**src/rtl/rfsh_pkg.sv**
```systemverilog
package rfsh_pkg;

  typedef enum logic [2:0] {
    ST_IDLE,
    ST_REQ,
    ST_PRE,
    ST_SETUP,
    ST_STROBE,
    ST_RECOV
  } rfshState_t;

  typedef enum logic [1:0] {
    PH_PRE,
    PH_SETUP,
    PH_STROBE,
    PH_RECOV
  } phaseSel_t;

  typedef struct packed {
    logic      phaseLoad;
    phaseSel_t phaseSel;
    logic      refDone;
  } rfshStrobe_t;

endpackage

```
**src/rtl/rfsh_datapath.sv**
```systemverilog
module rfsh_datapath
  import rfsh_pkg::*;
#(
  parameter int STARTUP_CYC    = 20000,
  parameter int INTERVAL_CYC   = 3120,
  parameter int INIT_REFRESHES = 8,
  parameter int DEBT_MAX       = 8,
  parameter int PRE_LEN        = 10,
  parameter int SETUP_LEN      = 2,
  parameter int STROBE_LEN     = 14,
  parameter int RECOV_LEN      = 10
) (
  input  logic        clk,
  input  logic        rstN,
  input  rfshStrobe_t strb,
  output logic        pending,
  output logic        phaseDone,
  output logic        ready
);

  localparam int TMAX = (STARTUP_CYC > INTERVAL_CYC) ? STARTUP_CYC : INTERVAL_CYC;
  localparam int TW   = $clog2(TMAX + 1);
  localparam int DW   = $clog2(DEBT_MAX + 1);
  localparam int IW   = $clog2(INIT_REFRESHES + 1);
  localparam int PM01 = (PRE_LEN > SETUP_LEN) ? PRE_LEN : SETUP_LEN;
  localparam int PM23 = (STROBE_LEN > RECOV_LEN) ? STROBE_LEN : RECOV_LEN;
  localparam int PMAX = (PM01 > PM23) ? PM01 : PM23;
  localparam int PW   = $clog2(PMAX + 1);

  logic [TW-1:0] timer;
  logic          pwrDone;
  logic          tick;
  logic          loadInit;
  logic [DW-1:0] debt;
  logic [DW-1:0] debtNext;
  logic [IW-1:0] initLeft;
  logic [PW-1:0] phaseCnt;
  logic [PW-1:0] phaseInit;

  // Power-up wait, then the refresh interval timer
  assign loadInit = !pwrDone && (timer == '0);
  assign tick     = pwrDone && (timer == '0);

  always_ff @(posedge clk) begin
    if (!rstN) begin
      timer   <= TW'(STARTUP_CYC - 1);
      pwrDone <= 1'b0;
    end else if (timer == '0) begin
      timer   <= TW'(INTERVAL_CYC - 1);
      pwrDone <= 1'b1;
    end else begin
      timer <= timer - 1'b1;
    end
  end

  // Debt of owed refreshes, saturating
  always_comb begin
    debtNext = debt;
    if (loadInit) begin
      debtNext = DW'(INIT_REFRESHES);
    end else if (tick && !strb.refDone) begin
      debtNext = (debt == DW'(DEBT_MAX)) ? debt : debt + 1'b1;
    end else if (!tick && strb.refDone) begin
      debtNext = debt - 1'b1;
    end
  end

  always_ff @(posedge clk) begin
    if (!rstN) debt <= '0;
    else       debt <= debtNext;
  end

  always_ff @(posedge clk) begin
    if (!rstN) begin
      initLeft <= '0;
    end else if (loadInit) begin
      initLeft <= IW'(INIT_REFRESHES);
    end else if (strb.refDone && initLeft != '0) begin
      initLeft <= initLeft - 1'b1;
    end
  end

  assign pending = (debt != '0);
  assign ready   = pwrDone && (initLeft == '0);

  // Phase length counter
  always_comb begin
    unique case (strb.phaseSel)
      PH_PRE:    phaseInit = PW'(PRE_LEN - 1);
      PH_SETUP:  phaseInit = PW'(SETUP_LEN - 1);
      PH_STROBE: phaseInit = PW'(STROBE_LEN - 1);
      default:   phaseInit = PW'(RECOV_LEN - 1);
    endcase
  end

  always_ff @(posedge clk) begin
    if (!rstN)                  phaseCnt <= '0;
    else if (strb.phaseLoad)    phaseCnt <= phaseInit;
    else if (phaseCnt != '0)    phaseCnt <= phaseCnt - 1'b1;
  end

  assign phaseDone = (phaseCnt == '0);

  AST_DEBT_BOUND: assert property (@(posedge clk) disable iff (!rstN)
    debt <= DW'(DEBT_MAX)) else $error("debt above limit");

  AST_QUIET_BEFORE_PWR: assert property (@(posedge clk) disable iff (!rstN)
    !pwrDone |-> !pending && !ready) else $error("activity before power-up wait");

  AST_READY_STICKY: assert property (@(posedge clk) disable iff (!rstN)
    ready |=> ready) else $error("ready dropped");

  AST_TICK_ADDS: assert property (@(posedge clk) disable iff (!rstN)
    (tick && !strb.refDone && debt < DW'(DEBT_MAX)) |=> debt == $past(debt) + 1'b1)
    else $error("tick lost");

endmodule

```
**src/rtl/rfsh_ctrl.sv**
```systemverilog
module rfsh_ctrl
  import rfsh_pkg::*;
#(
  parameter int PRE_LEN    = 10,
  parameter int SETUP_LEN  = 2,
  parameter int STROBE_LEN = 14,
  parameter int RECOV_LEN  = 10
) (
  input  logic        clk,
  input  logic        rstN,
  input  logic        refGrant,
  input  logic        pending,
  input  logic        phaseDone,
  output rfshStrobe_t strb,
  output logic        refReq,
  output logic        pinOwn,
  output logic        rasN,
  output logic        casN
);

  localparam int CMAX = STROBE_LEN + PRE_LEN + SETUP_LEN;
  localparam int CW   = $clog2(CMAX + 1);

  rfshState_t state;
  rfshState_t stateNext;

  always_comb begin
    stateNext = state;
    strb      = '{phaseLoad: 1'b0, phaseSel: PH_PRE, refDone: 1'b0};
    unique case (state)
      ST_IDLE: if (pending) stateNext = ST_REQ;
      ST_REQ: if (refGrant) begin
        stateNext      = ST_PRE;
        strb.phaseLoad = 1'b1;
        strb.phaseSel  = PH_PRE;
      end
      ST_PRE: if (phaseDone) begin
        stateNext      = ST_SETUP;
        strb.phaseLoad = 1'b1;
        strb.phaseSel  = PH_SETUP;
      end
      ST_SETUP: if (phaseDone) begin
        stateNext      = ST_STROBE;
        strb.phaseLoad = 1'b1;
        strb.phaseSel  = PH_STROBE;
      end
      ST_STROBE: if (phaseDone) begin
        stateNext      = ST_RECOV;
        strb.phaseLoad = 1'b1;
        strb.phaseSel  = PH_RECOV;
        strb.refDone   = 1'b1;
      end
      default: if (phaseDone) begin
        if (pending) begin
          stateNext      = ST_SETUP;
          strb.phaseLoad = 1'b1;
          strb.phaseSel  = PH_SETUP;
        end else begin
          stateNext = ST_IDLE;
        end
      end
    endcase
  end

  always_ff @(posedge clk) begin
    if (!rstN) state <= ST_IDLE;
    else       state <= stateNext;
  end

  assign refReq = (state != ST_IDLE);
  assign pinOwn = (state == ST_PRE) || (state == ST_SETUP) ||
                  (state == ST_STROBE) || (state == ST_RECOV);
  assign casN   = !((state == ST_SETUP) || (state == ST_STROBE));
  assign rasN   = !(state == ST_STROBE);

  // Run-length counters for the strobe width checks
  logic [CW-1:0] rasLowCnt;
  logic [CW-1:0] rasHighCnt;

  always_ff @(posedge clk) begin
    if (!rstN) begin
      rasLowCnt  <= '0;
      rasHighCnt <= '0;
    end else if (!rasN) begin
      rasHighCnt <= '0;
      if (rasLowCnt != CW'(CMAX)) rasLowCnt <= rasLowCnt + 1'b1;
    end else begin
      rasLowCnt <= '0;
      if (rasHighCnt != CW'(CMAX)) rasHighCnt <= rasHighCnt + 1'b1;
    end
  end

  AST_CBR_ORDER: assert property (@(posedge clk) disable iff (!rstN)
    $fell(rasN) |-> !casN && !$past(casN)) else $error("RAS fell without CAS lead");

  AST_RAS_WIDTH: assert property (@(posedge clk) disable iff (!rstN)
    $rose(rasN) |-> rasLowCnt >= CW'(STROBE_LEN)) else $error("RAS pulse too short");

  AST_CAS_WITH_RAS: assert property (@(posedge clk) disable iff (!rstN)
    $rose(rasN) |-> $rose(casN)) else $error("strobes released apart");

  AST_RAS_PRECHARGE: assert property (@(posedge clk) disable iff (!rstN)
    $fell(rasN) |-> rasHighCnt >= CW'(PRE_LEN)) else $error("RAS precharge too short");

  AST_PINS_GRANTED: assert property (@(posedge clk) disable iff (!rstN)
    (!rasN || !casN) |-> refGrant) else $error("strobe driven without grant");

  AST_REQ_HELD: assert property (@(posedge clk) disable iff (!rstN)
    pinOwn |-> refReq) else $error("request dropped while owning pins");

endmodule

```
**src/rtl/rfsh_cbr_sched.sv**
```systemverilog
module rfsh_cbr_sched
  import rfsh_pkg::*;
#(
  parameter int STARTUP_CYC    = 20000,
  parameter int INTERVAL_CYC   = 3120,
  parameter int INIT_REFRESHES = 8,
  parameter int DEBT_MAX       = 8,
  parameter int RP_CYC         = 10,
  parameter int RPC_CYC        = 2,
  parameter int CSR_CYC        = 2,
  parameter int CHR_CYC        = 6,
  parameter int RAS_MIN_CYC    = 14
) (
  input  logic clk,
  input  logic rstN,
  input  logic refGrant,
  output logic refReq,
  output logic pinOwn,
  output logic rasN,
  output logic casN,
  output logic ready
);

  localparam int PRE_LEN    = (RP_CYC > RPC_CYC) ? RP_CYC : RPC_CYC;
  localparam int SETUP_LEN  = CSR_CYC;
  localparam int STROBE_LEN = (RAS_MIN_CYC > CHR_CYC) ? RAS_MIN_CYC : CHR_CYC;
  localparam int RECOV_LEN  = PRE_LEN;

  rfshStrobe_t strb;
  logic        pending;
  logic        phaseDone;

  rfsh_ctrl #(
    .PRE_LEN   (PRE_LEN),
    .SETUP_LEN (SETUP_LEN),
    .STROBE_LEN(STROBE_LEN),
    .RECOV_LEN (RECOV_LEN)
  ) uCtrl (
    .clk      (clk),
    .rstN     (rstN),
    .refGrant (refGrant),
    .pending  (pending),
    .phaseDone(phaseDone),
    .strb     (strb),
    .refReq   (refReq),
    .pinOwn   (pinOwn),
    .rasN     (rasN),
    .casN     (casN)
  );

  rfsh_datapath #(
    .STARTUP_CYC   (STARTUP_CYC),
    .INTERVAL_CYC  (INTERVAL_CYC),
    .INIT_REFRESHES(INIT_REFRESHES),
    .DEBT_MAX      (DEBT_MAX),
    .PRE_LEN       (PRE_LEN),
    .SETUP_LEN     (SETUP_LEN),
    .STROBE_LEN    (STROBE_LEN),
    .RECOV_LEN     (RECOV_LEN)
  ) uData (
    .clk      (clk),
    .rstN     (rstN),
    .strb     (strb),
    .pending  (pending),
    .phaseDone(phaseDone),
    .ready    (ready)
  );

endmodule

```
**config.mk**
```make
export PLATFORM = sky130hd
export DESIGN_NAME = rfsh_cbr_sched
export DESIGN_NICKNAME = d
export VERILOG_FILES = /design/src/rtl/rfsh_pkg.sv /design/src/rtl/rfsh_datapath.sv /design/src/rtl/rfsh_ctrl.sv /design/src/rtl/rfsh_cbr_sched.sv
export SDC_FILE = /design/constraint.sdc
export NUM_CORES = 1
export LEC_CHECK = 0
export ABC_AREA = 1
export BUFFER_PORTS_ARGS = -buffer_cell sky130_fd_sc_hd__buf_2
export CAP_MARGIN = 20
export CORE_MARGIN = 10
export CORE_UTILIZATION = 25
export DETAILED_ROUTE_END_ITERATION = 7
export GPL_ROUTABILITY_DRIVEN = 0
export HOLD_SLACK_MARGIN = 0.03
export PLACE_DENSITY = 0.45
export SLEW_MARGIN = 20
export SYNTH_ARGS = -nofsm -noshare
export SYNTH_HDL_FRONTEND = slang
export SYNTH_SLANG_ARGS = --single-unit
```
**constraint.sdc**
```tcl
create_clock -name clk -period 2.6 [get_ports clk]
set_input_delay 0.26 -clock clk [delete_from_list [all_inputs] [get_ports clk]]
set_output_delay 0.26 -clock clk [all_outputs]
set_load 0.01 [all_outputs]
```
==> out/qor.csv, run 1 <==
metric;value;unit
outcome;completed;
CP top delay family;adder cells;
Crit-path slowest cell;dfxtp_1;
Post-Layout Cell Count;340;
RR Startpoint;uData.timer[0];
setup TNS;0;ns
clock skew;0.003996;ns
max_slew headroom;80.60;%
FF+latch count, synth;31;
R2R depth;16;
Avg Cell Area, Syn;7.088;um^2
site row count;30;
crit share post-route;87.93;%
maximum fanout along the worst path;6;
# IOs;8;
DRT Pass-1 Iters;4;
CP cell instances;inv_1, ha_1, inv_1, nor2_1, nand2_1, nor2_2, nand2_2, nor2_1, ha_2, inv_1, ha_4, a21oi_2, nand2_1, xor2_1, a21oi_1, nor2_1;
Starting Density;25.70;%
Reg clk slew, reported paths;0.07;ns
max frequency;437.4;MHz
distinct cell type count after synthesis;27;
DIE WIDTH;103.3;um
kind of critical path;reg -> reg;
Root Driver;clkbuf_8;
Reg-to-Reg End;uData.debt[3];
CP Buf/Inv Count;3;
synthesized instance count;245;
first-pass GRT wire length;6175;um
CP Data Required Time;2.77;ns
CTS tree;done;
maximum VDD drop;0.1936;mV
Hold Path End;uData.timer[4];
# clock sinks;31;
Reg2Reg Setup Slack;0.31;ns
yosys warns;0;
Hold Path Class;in -> reg;
commonest cells in the synthesized netlist;nand2_1, nor2_1, dfxtp_1, inv_1, a21oi_1;
area delta synth->final;14.77;%
synthesized area;1737;um^2
critical path endpoint category;register;
first-iteration detailed-routing DRC count;60;
Hold Path Depth;2;
via/cell ratio;4.438;
fin nets;271;
min Tclk post-route;2.286;ns
register area share after synthesis;35.73;%
CTS Buffer Depth;2;
Main synth FF type;dfxtp_1;
final wirelength;3581;um
Hold Fails Final Rpt;0;
Tot GR Track Use;7.331;%
RSZ-0062 raised after global routing;no;
actual slew at the worst max-slew pin;0.2908;ns
top-count cell post-synth;nand2_1;
setup violators final;0;
total CTS buffers;5;
Cells after DPL;332;
CP arrival;2.45;ns
Lkg Pwr;0.8846;nW
CP Launch Type;register;
GRT overflow;0;
fraction of layout cells with a size suffix above 1;12.69;%
CP max stage delay;0.33;ns
Pwr Density;692.9;nW/um^2
ys async rst share;0;%
Final ANT Viol Nets;0;
# diodes;0;
initial antenna violation count;0;
clock latency on the worst-skew pair;0.28;ns
DR WL/cell;10.53;um
max-cap violations;0;
Port-buffer cells;7;
EDFF count, synth;0;
Hold Startpoint;rstN;
fin. max-slew vios;0;
Yosys top cell area share;35.73;%
Final HPWL DP;2728;um
Post-Syn Nets;257;
via count;1509;
leading post-synthesis cells by cell area;dfxtp_1, nand2_1, nor2_1;
Core Area;6756;um^2
post-CTS setup buffer count;0;
largest net degree at the start of global routing;10;
DRC viols;0;
DIE HEIGHT;103.3;um
cell taking the most area after synthesis;dfxtp_1;
Die ar.;10680;um^2
number of global-route vias before repair;1376;
H-tree Lvls;2;
[per-stage QoR]
step / power, mW / area [um^2] / util (%) / worst slack [ns] / hold slack [ns]
detailed placement: 0.9682 / 1872 / 27.70 / 0.1634 / 0.3947
global placement: 0.9758 / 1872 / 27.70 / 0.2185 / 0.3937
finish: 1.381 / 1993 / 29.50 / 0.3137 / 0.2405
floorplan: 0.8796 / 1737 / - / 0.3726 / 0.3289
global route: 1.482 / 1993 / 29.50 / 0.06277 / 0.2685
CTS: 1.396 / 1972 / 29.19 / 0.1606 / 0.2366
[final cells by class]
cell class / instances / area, um^2
multi-input combinational: 181 / 1013
fill: 740 / 4763
sequential: 31 / 620.6
inverter: 33 / 123.9
clock buffer: 8 / 100.1
tap: 80 / 100.1
timing repair buffer: 7 / 35.03
[routing by layer]
| layer | up-vias | GRT usage, % | part of all wire, % |
|---|---|---|---|
| met5 | - | 0 | 0 |
| met4 | 0 | 4.813 | 2.3 |
| met3 | 5 | 1.595 | 3.0 |
| met2 | 18 | 11.40 | 45 |
| met1 | 677 | 8.914 | 49 |
| li1 | 809 | - | - |
[logic make-up (layout without fill, tap and decap cells)]
family	after synthesis	in the layout	share of synthesized area, %
AO/OA/AOI/OAI	35	35	11.17
XOR/XNOR	13	13	6.556
adder cells (fa/ha/maj)	9	9	6.917
buffers and inverters	33	48	7.133
flip-flops	31	31	35.74
AND/OR/NAND/NOR	124	124	32.49
[worst register-to-register path: cells and delay by family, from the launching register on]
kind	cells	cell delay, ns
xor gates and xnor gates	1	0.14
adders and majority gates	3	0.61
AOI/OAI and AO/OA	2	0.28
buffers and inverters	3	0.22
DFF	1	0.33
and+or+nand+nor	7	0.59
[state kept, by name, indices dropped and copies added (netlist names)]
register        flops
uCtrl.state         3
uData.debt          4
uData.initLeft      4
uData.phaseCnt      4
uData.pwrDone       1
uData.timer        15
[how the worst max path moves through the flow]
stage	startpoint	end	slack, ns	depth (start not counted)
6_report	uData.timer[0]	uData.debt[3]	0.31	16
5_1_grt	uData.timer[0]	uData.debt[3]	0.06	16
4_1_cts	uData.timer[0]	uData.debt[3]	0.16	16
3_5_place_dp	uData.timer[0]	uData.debt[3]	0.16	16
3_3_place_gp	uData.timer[0]	uData.debt[3]	0.22	16
2_1_floorplan	uData.timer[0]	uData.debt[3]	0.37	16
[power breakdown]
part           total, mW  switching, mW  leakage [nW]  internal, mW
combinational      0.397          0.246         0.581         0.151
clock              0.423          0.181        0.0515         0.242
sequential         0.561         0.0440         0.252         0.517
[timing repair]
action / in CTS / in global routing
setup endpoints to repair: 0 / 1
hold buffers: 0 / 0
gates resized for setup: 0 / 4
[cell usage in the layout (no fill, tap or decap), types with 2 or more instances in the layout]
| cell | netlist | routed |
|---|---|---|
| o21ai_1 | 2 | 2 |
| ha_1 | 8 | 6 |
| nor2_4 | 3 | 3 |
| o211ai_1 | 2 | 2 |
| o21ai_0 | 8 | 8 |
| nand3_1 | 17 | 17 |
| inv_2 | 3 | 3 |
| xor2_1 | 8 | 8 |
| nand2_2 | 5 | 5 |
| a21oi_1 | 18 | 17 |
| a21oi_2 | 1 | 2 |
| nor3_1 | 2 | 2 |
| or2_0 | 2 | 2 |
| xnor2_1 | 5 | 5 |
| nand4_1 | 3 | 3 |
| dfxtp_1 | 31 | 31 |
| a211oi_1 | 2 | 2 |
| inv_1 | 30 | 30 |
| nand2_4 | 2 | 2 |
| buf_2 | 0 | 7 |
| nor2_1 | 42 | 41 |
| clkbuf_8 | 0 | 7 |
| nand2_1 | 45 | 45 |
(Power assumes the default switching activity.)
==> run 2: changes to the inputs <==
CORE_ASPECT_RATIO = 1.2   (was not set)
==> run 2 against run 1 <==
  * First-iteration DRC count increased by 28%
  * Clock skew increased by 0.0021 ns
  * Global-route usage increased by 0.23 points
  * Die area increased by 0.13%
  * Worst setup slack improved by 0.041 ns
  * Combinational power about the same
  * Worst hold slack got worse by 0.0059 ns
  * Total power decreased by 3.8%
  * Critical path type unchanged
==> out/qor.csv, run 2 (same netlist as run 1, synthesis figures left out) <==
metric;value;unit;change
most frequent cells in the layout;nand2_1, nor2_1, dfxtp_1;;
initial antenna violation count;0;;unchanged
site row count;33;;+10%
post-CTS setup buffer count;0;;unchanged
Port-buffer cells;7;;unchanged
CTS tree;done;;
DRT Pass-1 Iters;4;;unchanged
first-iteration detailed-routing DRC count;77;;+28%
via count;1501;;-0.53%
H-tree Lvls;2;;unchanged
Final HPWL DP;2809;um;+3.0%
most common cell after layout, fill and taps aside;nand2_1;;
number of global-route vias before repair;1443;;+4.9%
RSZ-0062 raised after global routing;no;;
setup violators final;0;;unchanged
maximum fanout along the worst path;3;;-3
outcome;completed;;
Biggest register;uData.timer;;
CTS Buffer Depth;2;;unchanged
maximum VDD drop;0.1750;mV;-9.6%
CP arrival;2.41;ns;-0.04 ns
actual slew at the worst max-slew pin;0.3253;ns;+0.03455 ns
DR WL/cell;10.34;um;-1.9%
Hold Path Class;in -> reg;;
total CTS buffers;5;;unchanged
first-pass GRT wire length;6624;um;+7.3%
Fillers;760;;+2.7%
min Tclk post-route;2.245;ns;-0.04123 ns
max-cap violations;0;;unchanged
fin nets;272;;+0.37%
max_slew headroom;78.29;%;-2.3 points
Reg clk slew, reported paths;0.07;ns;about the same
critical path endpoint category;register;;
Hold Fails Final Rpt;0;;unchanged
final wirelength;3597;um;+0.45%
GRT overflow;0;;unchanged
DIE WIDTH;96.09;um;-7.0%
worst hold slack;0.2345;ns;-0.005932 ns
Lkg Pwr;0.8855;nW;+0.10%
clock latency on the worst-skew pair;0.28;ns;about the same
# clock sinks;31;;unchanged
dpl ws;0.2243;ns;+0.06090 ns
Final ANT Viol Nets;0;;unchanged
CP Capture Point;uData.debt[3];;
crit share post-route;86.35;%;-1.6 points
Die ar.;10690;um^2;+0.13%
Tot GR Track Use;7.559;%;+0.23 points
CP Launch Type;register;;
DRC viols;0;;unchanged
DIE HEIGHT;111.3;um;+7.7%
fraction of layout cells with a size suffix above 1;13.03;%;+0.33 points
clock skew;0.006108;ns;+0.002111 ns
final design utilization;29.22;%;-0.28 points
max frequency;445.4;MHz;+1.8%
setup TNS;0;ns;unchanged
largest net degree at the start of global routing;11;;+1
# diodes;0;;unchanged
fin. max-slew vios;0;;unchanged
area delta synth->final;14.63;%;
via/cell ratio;4.313;;-2.8%
Core Area;6813;um^2;+0.83%
kind of critical path;reg -> reg;;
Setup crit start;uData.timer[0];;
Largest register FFs;15;;unchanged
final worst slack;0.3549;ns;+0.04123 ns
Starting Density;25.49;%;-0.21 points
R2R depth;16;;unchanged
Reg2Reg Setup Slack;0.35;ns;+0.04 ns
Reg-to-Reg End;uData.debt[3];;
CP Data Required Time;2.77;ns;about the same
Root Driver;clkbuf_8;;
RR Startpoint;uData.timer[0];;
Pwr Density;667.8;nW/um^2;-3.6%
# IOs;8;;unchanged
run 2: cell types whose count changed in the layout (fill, tap and decap cells not counted):
cell,delta
buf_4,+1
clkbuf_1,-1
clkbuf_8,-2
clkinv_2,+3
nor2_1,+1
nor2_2,-1
run 2: cell type report:
cell class                      instances  area, um^2  share of cell area [%]
Inverter                               33       123.9                   6.223
Tap cell                               87       108.9                   5.468
Sequential cell                        31       620.6                   31.18
Clock inverter                          3       15.01                  0.7542
Multi-Input combinational cell        181        1011                   50.79
Clock buffer                            5       68.82                   3.457
Timing Repair Buffer                    8       42.54                   2.137
run 2: worst min-delay path by stage:
stage	from	end	slack [ns]	depth (start not counted)
after floorplan	rstN	uData.timer[4]	0.33	1
after global placement	uData.timer[0]	uData.timer[0]	0.39	1
after detailed placement	uData.timer[0]	uData.timer[0]	0.40	1
after CTS	rstN	uData.timer[4]	0.23	2
after global routing	rstN	uData.timer[4]	0.24	2
final	rstN	uData.timer[4]	0.23	2
run 2: per-stage QoR:
step	cell area (um^2)	instances	power, mW
final	1991	348	1.329
after global routing	1991	348	1.450
after CTS	1972	348	1.349
after detailed placement	1888	340	0.9672
after global placement	1888	340	0.9718
after floorplan	1737	245	0.8796
run 2: power by group:
part / switching, mW / leakage (nW) / internal (mW)
logic: 0.246 / 0.586 / 0.151
clock network: 0.188 / 0.0477 / 0.183
registers: 0.0448 / 0.252 / 0.517
total: 0.479 / 0.885 / 0.851
run 2: layer usage:
metal / wire, um / GRT usage (%) / up-vias
met5: 0 / 0 / -
met4: 44 / 2.759 / 0
met3: 172 / 2.710 / 5
met2: 1746 / 12.27 / 20
met1: 1632 / 8.776 / 663
li1: - / - / 813
run 2: worst max-delay path, cell delays in order, from the launching register on:
cell and delay, ns:
dfxtp_1 0.32, inv_1 0.08, ha_1 0.16, inv_1 0.04, nor2_1 0.08, nand2_1 0.05, nor2_1 0.14, nand2_2 0.07
nor2_1 0.11, ha_2 0.21, inv_1 0.10, ha_4 0.24, a21oi_2 0.14, nand2_1 0.07, xor2_1 0.14, a21oi_1 0.14
nor2_1 0.05
run 2: repair_timing:
action                                  CTS  global route
hold buffers                              0             0
gates resized for setup                   0             3
endpoints found under the setup margin    0             1
